`src/rtl/flag_unit_pkg.sv`:
```
package flag_unit_pkg;

  typedef enum logic [1:0] {
    MODE_ADD  = 2'd0,
    MODE_SHR  = 2'd1,
    MODE_TEST = 2'd2,
    MODE_SHL  = 2'd3
  } flagMode_e;

  // strobes from control to datapath, one-hot over the four value sources
  typedef struct packed {
    logic selAdd;
    logic selShr;
    logic selTest;
    logic selShl;
    logic clearOvf;
  } flagStrobe_t;

endpackage

```
`src/rtl/flag_control.sv`:
```
module flag_control
  import flag_unit_pkg::*;
(
  input  logic [1:0]  mode,
  output flagStrobe_t strobe
);

  flagMode_e modeSel;

  always_comb begin
    modeSel = flagMode_e'(mode);
    strobe  = '0;
    case (modeSel)
      MODE_ADD:  strobe.selAdd  = 1'b1;
      MODE_SHR:  begin strobe.selShr  = 1'b1; strobe.clearOvf = 1'b1; end
      MODE_TEST: begin strobe.selTest = 1'b1; strobe.clearOvf = 1'b1; end
      default:   strobe.selShl  = 1'b1;
    endcase
  end

endmodule

```
`src/rtl/flag_datapath.sv`:
```
module flag_datapath
  import flag_unit_pkg::*;
#(
  parameter int WIDTH = 32,
  parameter int SHW   = 5
) (
  input  logic [WIDTH-1:0]   opX,
  input  logic [WIDTH-1:0]   opY,
  input  logic [SHW-1:0]     shiftAmt,
  input  flagStrobe_t        strobe,
  output logic [WIDTH-1:0]   result,
  output logic [3:0]         flagsOut,
  output logic [WIDTH/4-1:0] nibCarry,
  output logic [WIDTH-1:0]   nibCarrySpread
);

  localparam int NIBS  = WIDTH / 4;
  localparam int BYTES = WIDTH / 8;

  // add path: nibble-wise ripple so each nibble carry is visible
  logic [WIDTH-1:0] addend;
  logic [WIDTH-1:0] sumVal;
  logic [NIBS:0]    chain;
  logic             addOvf;

  assign addend   = opY << shiftAmt;
  assign chain[0] = 1'b0;

  for (genvar g = 0; g < NIBS; g++) begin : g_nib
    assign {chain[g+1], sumVal[4*g +: 4]} =
      {1'b0, opX[4*g +: 4]} + {1'b0, addend[4*g +: 4]} + {4'b0, chain[g]};
  end

  assign addOvf = (opX[WIDTH-1] == addend[WIDTH-1]) &&
                  (sumVal[WIDTH-1] != opX[WIDTH-1]);

  // shift paths
  logic [WIDTH-1:0]   lowMask;
  logic [WIDTH-1:0]   shrVal;
  logic               shrLost;
  logic [2*WIDTH-1:0] wideShl;
  logic [WIDTH-1:0]   shlVal;
  logic [WIDTH-1:0]   shlGone;
  logic [WIDTH-1:0]   signRep;
  logic               shlCarry;
  logic               shlOvf;

  assign lowMask  = ~({WIDTH{1'b1}} << shiftAmt);
  assign shrVal   = WIDTH'($signed(opX) >>> shiftAmt);
  assign shrLost  = |(opX & lowMask);
  assign wideShl  = {{WIDTH{1'b0}}, opX} << shiftAmt;
  assign shlVal   = wideShl[WIDTH-1:0];
  assign shlGone  = wideShl[2*WIDTH-1:WIDTH];
  assign signRep  = {WIDTH{shlVal[WIDTH-1]}} & lowMask;
  assign shlCarry = |shlGone;
  assign shlOvf   = (shlGone != signRep);

  // test path: zero byte detect
  logic [BYTES-1:0] byteZero;
  for (genvar b = 0; b < BYTES; b++) begin : g_byte
    assign byteZero[b] = (opX[8*b +: 8] == 8'h00);
  end

  // source select
  logic carryOut;
  logic ovfOut;

  always_comb begin
    result   = opX;
    carryOut = 1'b0;
    ovfOut   = 1'b0;
    if (strobe.selAdd) begin
      result   = sumVal;
      carryOut = chain[NIBS];
      ovfOut   = addOvf;
    end else if (strobe.selShr) begin
      result   = shrVal;
      carryOut = shrLost;
    end else if (strobe.selTest) begin
      result   = opX;
      carryOut = |byteZero;
    end else if (strobe.selShl) begin
      result   = shlVal;
      carryOut = shlCarry;
      ovfOut   = shlOvf;
    end
    if (strobe.clearOvf) ovfOut = 1'b0;
  end

  assign flagsOut = {result[WIDTH-1], (result == '0), ovfOut, carryOut};
  assign nibCarry = strobe.selAdd ? chain[NIBS:1] : {carryOut, {(NIBS-1){1'b0}}};

  for (genvar g = 0; g < NIBS; g++) begin : g_spread
    assign nibCarrySpread[4*g +: 4] = {3'b000, nibCarry[g]};
  end

endmodule

```
`src/rtl/cond_eval.sv`:
```
module cond_eval (
  input  logic [3:0] flagsIn,
  input  logic [3:0] condSel,
  output logic       condTrue
);

  logic nFlag, zFlag, vFlag, cFlag;
  logic baseTest;

  assign {nFlag, zFlag, vFlag, cFlag} = flagsIn;

  always_comb begin
    case (condSel[2:0])
      3'd0:    baseTest = 1'b0;
      3'd1:    baseTest = ~nFlag;
      3'd2:    baseTest = ~zFlag;
      3'd3:    baseTest = ~vFlag;
      3'd4:    baseTest = ~cFlag;
      3'd5:    baseTest = ~(nFlag ^ vFlag);
      3'd6:    baseTest = ~((nFlag | zFlag) ^ vFlag);
      default: baseTest = cFlag & ~zFlag;
    endcase
  end

  // upper selector half inverts the lower half
  assign condTrue = baseTest ^ condSel[3];

endmodule

```
`src/rtl/flag_unit.sv`:
```
module flag_unit
  import flag_unit_pkg::*;
#(
  parameter int WIDTH = 32,
  localparam int SHW  = $clog2(WIDTH),
  localparam int NIBS = WIDTH / 4
) (
  input  logic [WIDTH-1:0] opX,
  input  logic [WIDTH-1:0] opY,
  input  logic [SHW-1:0]   shiftAmt,
  input  logic [1:0]       mode,
  input  logic [3:0]       condSel,
  input  logic [3:0]       flagsIn,
  output logic [WIDTH-1:0] result,
  output logic [3:0]       flagsOut,
  output logic [NIBS-1:0]  nibCarry,
  output logic [WIDTH-1:0] nibCarrySpread,
  output logic             condTrue
);

  flagStrobe_t strobe;

  flag_control i_control (
    .mode   (mode),
    .strobe (strobe)
  );

  flag_datapath #(.WIDTH(WIDTH), .SHW(SHW)) i_datapath (
    .opX            (opX),
    .opY            (opY),
    .shiftAmt       (shiftAmt),
    .strobe         (strobe),
    .result         (result),
    .flagsOut       (flagsOut),
    .nibCarry       (nibCarry),
    .nibCarrySpread (nibCarrySpread)
  );

  cond_eval i_cond (
    .flagsIn  (flagsIn),
    .condSel  (condSel),
    .condTrue (condTrue)
  );

endmodule

```
`config.mk`:
```
export PLATFORM = sky130hd
export DESIGN_NAME = flag_unit
export DESIGN_NICKNAME = d
export VERILOG_FILES = /design/src/rtl/flag_unit_pkg.sv /design/src/rtl/flag_control.sv /design/src/rtl/flag_datapath.sv /design/src/rtl/cond_eval.sv /design/src/rtl/flag_unit.sv
export SDC_FILE = /design/constraint.sdc
export NUM_CORES = 1
export LEC_CHECK = 0
export BUFFER_PORTS_ARGS = -buffer_cell sky130_fd_sc_hd__buf_2
export CORE_MARGIN = 4
export CORE_UTILIZATION = 35
export DETAILED_ROUTE_END_ITERATION = 16
export PLACE_DENSITY = 0.51
export SYNTH_ARGS = -nofsm -noshare
export SYNTH_HDL_FRONTEND = slang
export SYNTH_SLANG_ARGS = --single-unit
export TNS_END_PERCENT = 50
```
`constraint.sdc`:
```
create_clock -name vclk -period 33.8
set_clock_uncertainty 0.15 [all_clocks]
set_input_delay 5.07 -clock vclk [all_inputs]
set_output_delay 5.07 -clock vclk [all_outputs]
set_load 0.05 [all_outputs]
```
Word-level counts from Yosys, hierarchy flattened --
Cells that the tools add are included.
Operators by class: shifts and indexed selects 4, bitwise logic cells 14, reduce and logical (&&, ||, !) cells 13, equal/unequal tests 11, mux-type cells 19, $add $sub $neg 15
Operators by type and width (number):
- $mux 32 | 4
- $and 32x32->32 | 2
- $reduce_or 32->1 | 2
- $shl 32x5->64 | 1
- $add 4x4->5 | 8
- $add 5x1->5 | 7
- $logic_not 32->1 | 1
- $logic_not 8->1 | 4
- $ne 32x32->1 | 1
- $not 32->32 | 1
- $shl 32x5->32 | 1
- $shl 32x5->32 const A | 1
- $sshr 32x5->32 | 1
- $mux 1 | 13
- $eq 3x3->1 const B | 3
- $mux 8 | 1
- $pmux 1 s7 | 1
- $eq 3x2->1 const B | 2
- $not 1->1 | 6
- $reduce_or 4->1 | 1
- $eq 3x1->1 const B | 1
- $logic_not 3->1 | 1
- $reduce_or 3->1 | 1
- $xor 1x1->1 | 3
- 9 further kinds | 9
Word-level totals: register bits 0, output and inout bits 77, word-level logic and storage cells 76, input port bits 79

Depth between registers and ports, before layout --
word-level depth 13, mapped depth 49, gate-level depth less buffers 41

Modules after synthesis --
From an unflattened synthesis, not the netlist that was laid out.
Unflattened totals: cells, all modules 1180, area, all modules 9401.5 µm²
By module, submodules not included:
- flag_datapath | cells each 1161, instances 1, area each 9253.9 µm², sequential area each 0.0 µm²
- cond_eval | cells each 13, instances 1, area each 90.1 µm², sequential area each 0.0 µm²
- flag_control | cells each 6, instances 1, area each 57.6 µm², sequential area each 0.0 µm²

Worst setup path before layout --
No wires, ideal clock.
path kind input port to output port, from input port shiftAmt[0], to output port flagsOut[2], data required time 28.580 ns, path buffers 7, arrival time 17.927 ns, setup slack 10.653 ns, stages 45, path through buf_2 > buf_2 > buf_2 > buf_2 > buf_2 > buf_2 > buf_2 > nor2_1 > a21oi_1 > nor2_1 > ha_1 > a21o_1 > a21o_1 > fa_1 > fa_1 > a21o_1 > a21o_1 > fa_1 > [... 9 more ...] > a21o_1 > a21o_1 > fa_1 > fa_1 > a21o_1 > a21o_1 > fa_1 > fa_1 > a21o_1 > a21o_1 > fa_1 > a21o_1 > a21oi_1 > xnor2_1 > a21oi_1 > o21ai_0 > or3_1 > nor4_2
Between the ends: longest elaborated chain between the ends 11, elaborated cells between the ends (all ways) 23, classes of those cells 15 x add/sub; 3 x shift; 4 x mux; 1 x reduce/logical
Ends and longest elaborated chain:
- start, declared | line flag_unit.sv:10 | input logic [SHW-1:0] shiftAmt,
- $shl 32x5->32 | line flag_datapath.sv:26 | assign addend = opY << shiftAmt;
- $add 4x4->5 | line flag_datapath.sv:31 | {1'b0, opX[4*g +: 4]} + {1'b0, addend[4*g +: 4]} + {4'b0, chain[g]};
- $add 5x1->5 (7 in series) | line flag_datapath.sv:31
- $mux 32 * | line flag_datapath.sv:72 | if (strobe.selAdd) begin
- via flagsOut[3] | line flag_unit.sv:15 | output logic [3:0] flagsOut,
- $logic_not 32->1 * | line flag_datapath.sv:90 | assign flagsOut = {result[WIDTH-1], (result == '0), ovfOut, carryOut};
- end, declared | line flag_unit.sv:15
The timed path passes the listed nets; every way through them passes the cells marked *.

Worst setup path in the final report --
from input port shiftAmt[0], to output port flagsOut[1]
Between the ends: longest elaborated chain between the ends 13, elaborated cells between the ends (all ways) 29, classes of those cells 15 x add/sub; 3 x eq/ne; 3 x shift; 5 x mux; 2 x bitwise; 1 x reduce/logical
Ends and longest elaborated chain:
- $shl 32x5->32 | line flag_datapath.sv:26
- $add 4x4->5 | line flag_datapath.sv:31
- $add 5x1->5 (7 in series) | line flag_datapath.sv:31
- $ne 1x1->1 | line flag_datapath.sv:35 | (sumVal[WIDTH-1] != opX[WIDTH-1]);
- $logic_and 1x1->1 | line flag_datapath.sv:34 | assign addOvf = (opX[WIDTH-1] == addend[WIDTH-1]) &&
- $mux 1 * | line flag_datapath.sv:72
- $mux 1 * | line flag_datapath.sv:87 | if (strobe.clearOvf) ovfOut = 1'b0;
Mark *: on every way between the ends. The rest lies on a longest branch, timed or not.

==> flow_summary.yaml <==
job:
  max-cap-violations: 0
synth:
  synth_area_leaders: "mux4_2, mux2i_1, mux2_2, a21oi_1, nand2_1"
  synthTopCellsByCount: "nand2_1, a21oi_1, clkbuf_1"
  postSynthAreaPerCell_um2: 7.839
  synthCells: 1355
  synth_top_area_cell: "mux4_2"
  synth_most_common_cell: "nand2_1"
  yosys_warnings: 0
  yosysTopAreaCellShare: 0.1951
  syn-cell-area_um2: 10620
  synth.yosys.seq_area_share: 0
  synth.distinct_cells: 81
routing:
  dr.pass1.iters: 7
  drtIter0Drc: 2058
  drc: 0
  wire_per_inst_um: 33.54
  viasPerCell: 7.290
  route.vias.total: 12600
  antenna_left: 0
  routed_wl_mm: 57.98
global_routing:
  grt-ovfl-total: 0
  grt_pass1_vias: 11970
  groute.usage.overall: 0.3339
  grt_max_degree: 83
  antenna_found_initial: 1
  grt_pass1_wl_mm: 84.71
worst_setup_path:
  worstPathMaxFanout: 52
  slowest_stage: "buf_4"
  critical_path.endpoint_type: "primary output"
  crit_type: "primary input to primary output"
  critical_path.most_common_cell: "a21o_1"
  critPathLaunch: "shiftAmt[0]"
  cp.required_ps: 28580
  slowest_delay_ps: 670
  start_kind: "primary input"
  arrival_ps: 17890
min_path:
  holdCritStartpoint: "condSel[3]"
  worstHoldPathType: "primary input to primary output"
clock_tree:
  cts_resized: 0
  hold_buffers: 0
  post_cts_buffers: 0
power_and_ir_drop:
  netSwitchingPower_w: 0.0001773
  p_leak_nw: 4.376
  switching_share: 0.6771
  pwr-share-comb: 1.000
  powerDensity_nw_per_um2: 23.58
  power_frac_clock: 0
  intPower_w: 0.00008455
  power_frac_seq: 0
  total_power_w: 0.0002619
  ir_drop_mv: 0.01946
finish:
  drive_gt1_frac: 0.2614
  layout.nets: 1464
  flops_and_latches: 0
  final_design_area_no_fill_um2: 11100
  clkbuf_count: 0
  syn_to_final_growth_pct: 4.547
  seqCellArea_um2: 0
  diodes: 0
timing:
  whs_ps: 10330
  hold_violations: 0
  max_freq_mhz: 43.27
  worst_pin_slew_ps: 1096
  setup_viol: 0
  period_minus_slack_ps: 23110
  fin_tns_setup_ps: 0
  slew_viol_final: 0
  max_slew_margin: 0.2619
  rsz0062_at_grt: "false"
  period_share: 0.6837
die:
  die_area_um2: 33200
  die_h_um: 182.2
  die_x_um: 182.2
  initial_utilization: 0.3565
  core_um2: 29800
  rows: 63
  io-pin-count: 156
outcome:
  status: "completed"
place:
  io_buffers: 132
  gp_congestion: 1.051
  postPlaceCellArea_um2: 11100
  dpl.hpwl_mm: 42.20
## stage by stage
step / util / std cells / worst slack, ps
4_1_cts: 0.3727 / 1729 / 10760
6_report: 0.3727 / 1729 / 10690
3_3_place_gp: 0.3727 / 1729 / 11020
3_5_place_dp: 0.3727 / 1729 / 10770
5_1_grt: 0.3727 / 1729 / 10190
2_1_floorplan: - / 1378 / 10650
## critical path, delay by kind of cell
kind	cells	cell delay, ps
compound gates	19	3680
xor+xnor	1	150
fa+ha+maj	15	6570
buf+inv	4	1630
simple gates	5	700
## worst paths after layout
kind | endpoint | cells past startpoint | slack (ps)
setup / recovery | flagsOut[1] | 44 | 10690
hold / removal | condTrue | 3 | 10330
## routing by layer
metal / part of all wire / up-vias / track usage
li1: - / 5213 / -
met1: 0.38 / 6101 / 0.4395
met2: 0.44 / 1048 / 0.5174
met3: 0.12 / 242 / 0.06777
met4: 0.070 / 0 / 0.1750
met5: 0 / - / 0
## area by class of cell
cell class | instances | area, µm²
timing repair buffer | 163 | 912.1
tap | 390 | 488.0
fill | 3191 | 18690
multi-input combinational | 1157 | 9633
inverter | 19 | 71.32
## power by group through the flow
stage,logic (W),registers (W),clock network [W]
floorplan,0.000177,0,0
global placement,0.000254,0,0
detailed placement,0.000252,0,0
CTS,0.000253,0,0
global route,0.000272,0,0
finish,0.000262,0,0
## cells by family after synthesis
| kind of cell | count (synthesis) | synth area share |
|---|---|---|
| compound gates | 445 | 0.2844 |
| simple gates | 370 | 0.1696 |
| mux | 256 | 0.3672 |
| buf+inv | 221 | 0.1012 |
| fa+ha+maj | 44 | 0.06243 |
| xor+xnor | 18 | 0.01484 |
| other cells | 1 | 0.0003531 |
## cell usage in the layout (no fill, tap or decap), types with 7 or more instances in the layout
master and count:
o21ai_0 77, a22oi_1 18, nand3_1 12, buf_4 35, nand2b_1 16, xor2_1 11
nand2_1 112, mux2_2 71, nor3_1 31, a31oi_1 17, a32oi_1 11, a221oi_1 18
or2_2 11, nor2_1 90, ha_1 29, mux4_2 92, fa_1 15, a21o_1 31
a211oi_1 32, inv_1 13, conb_1 24, nor4_1 17, o22ai_1 28, o31ai_1 10
o221ai_1 9, buf_2 127, nor2b_1 17, o211ai_1 16, xnor2_1 7, mux2i_1 87
a21oi_1 97, and2_1 25, or3_1 12
No activity file was read; power rests on OpenSTA's default activity.
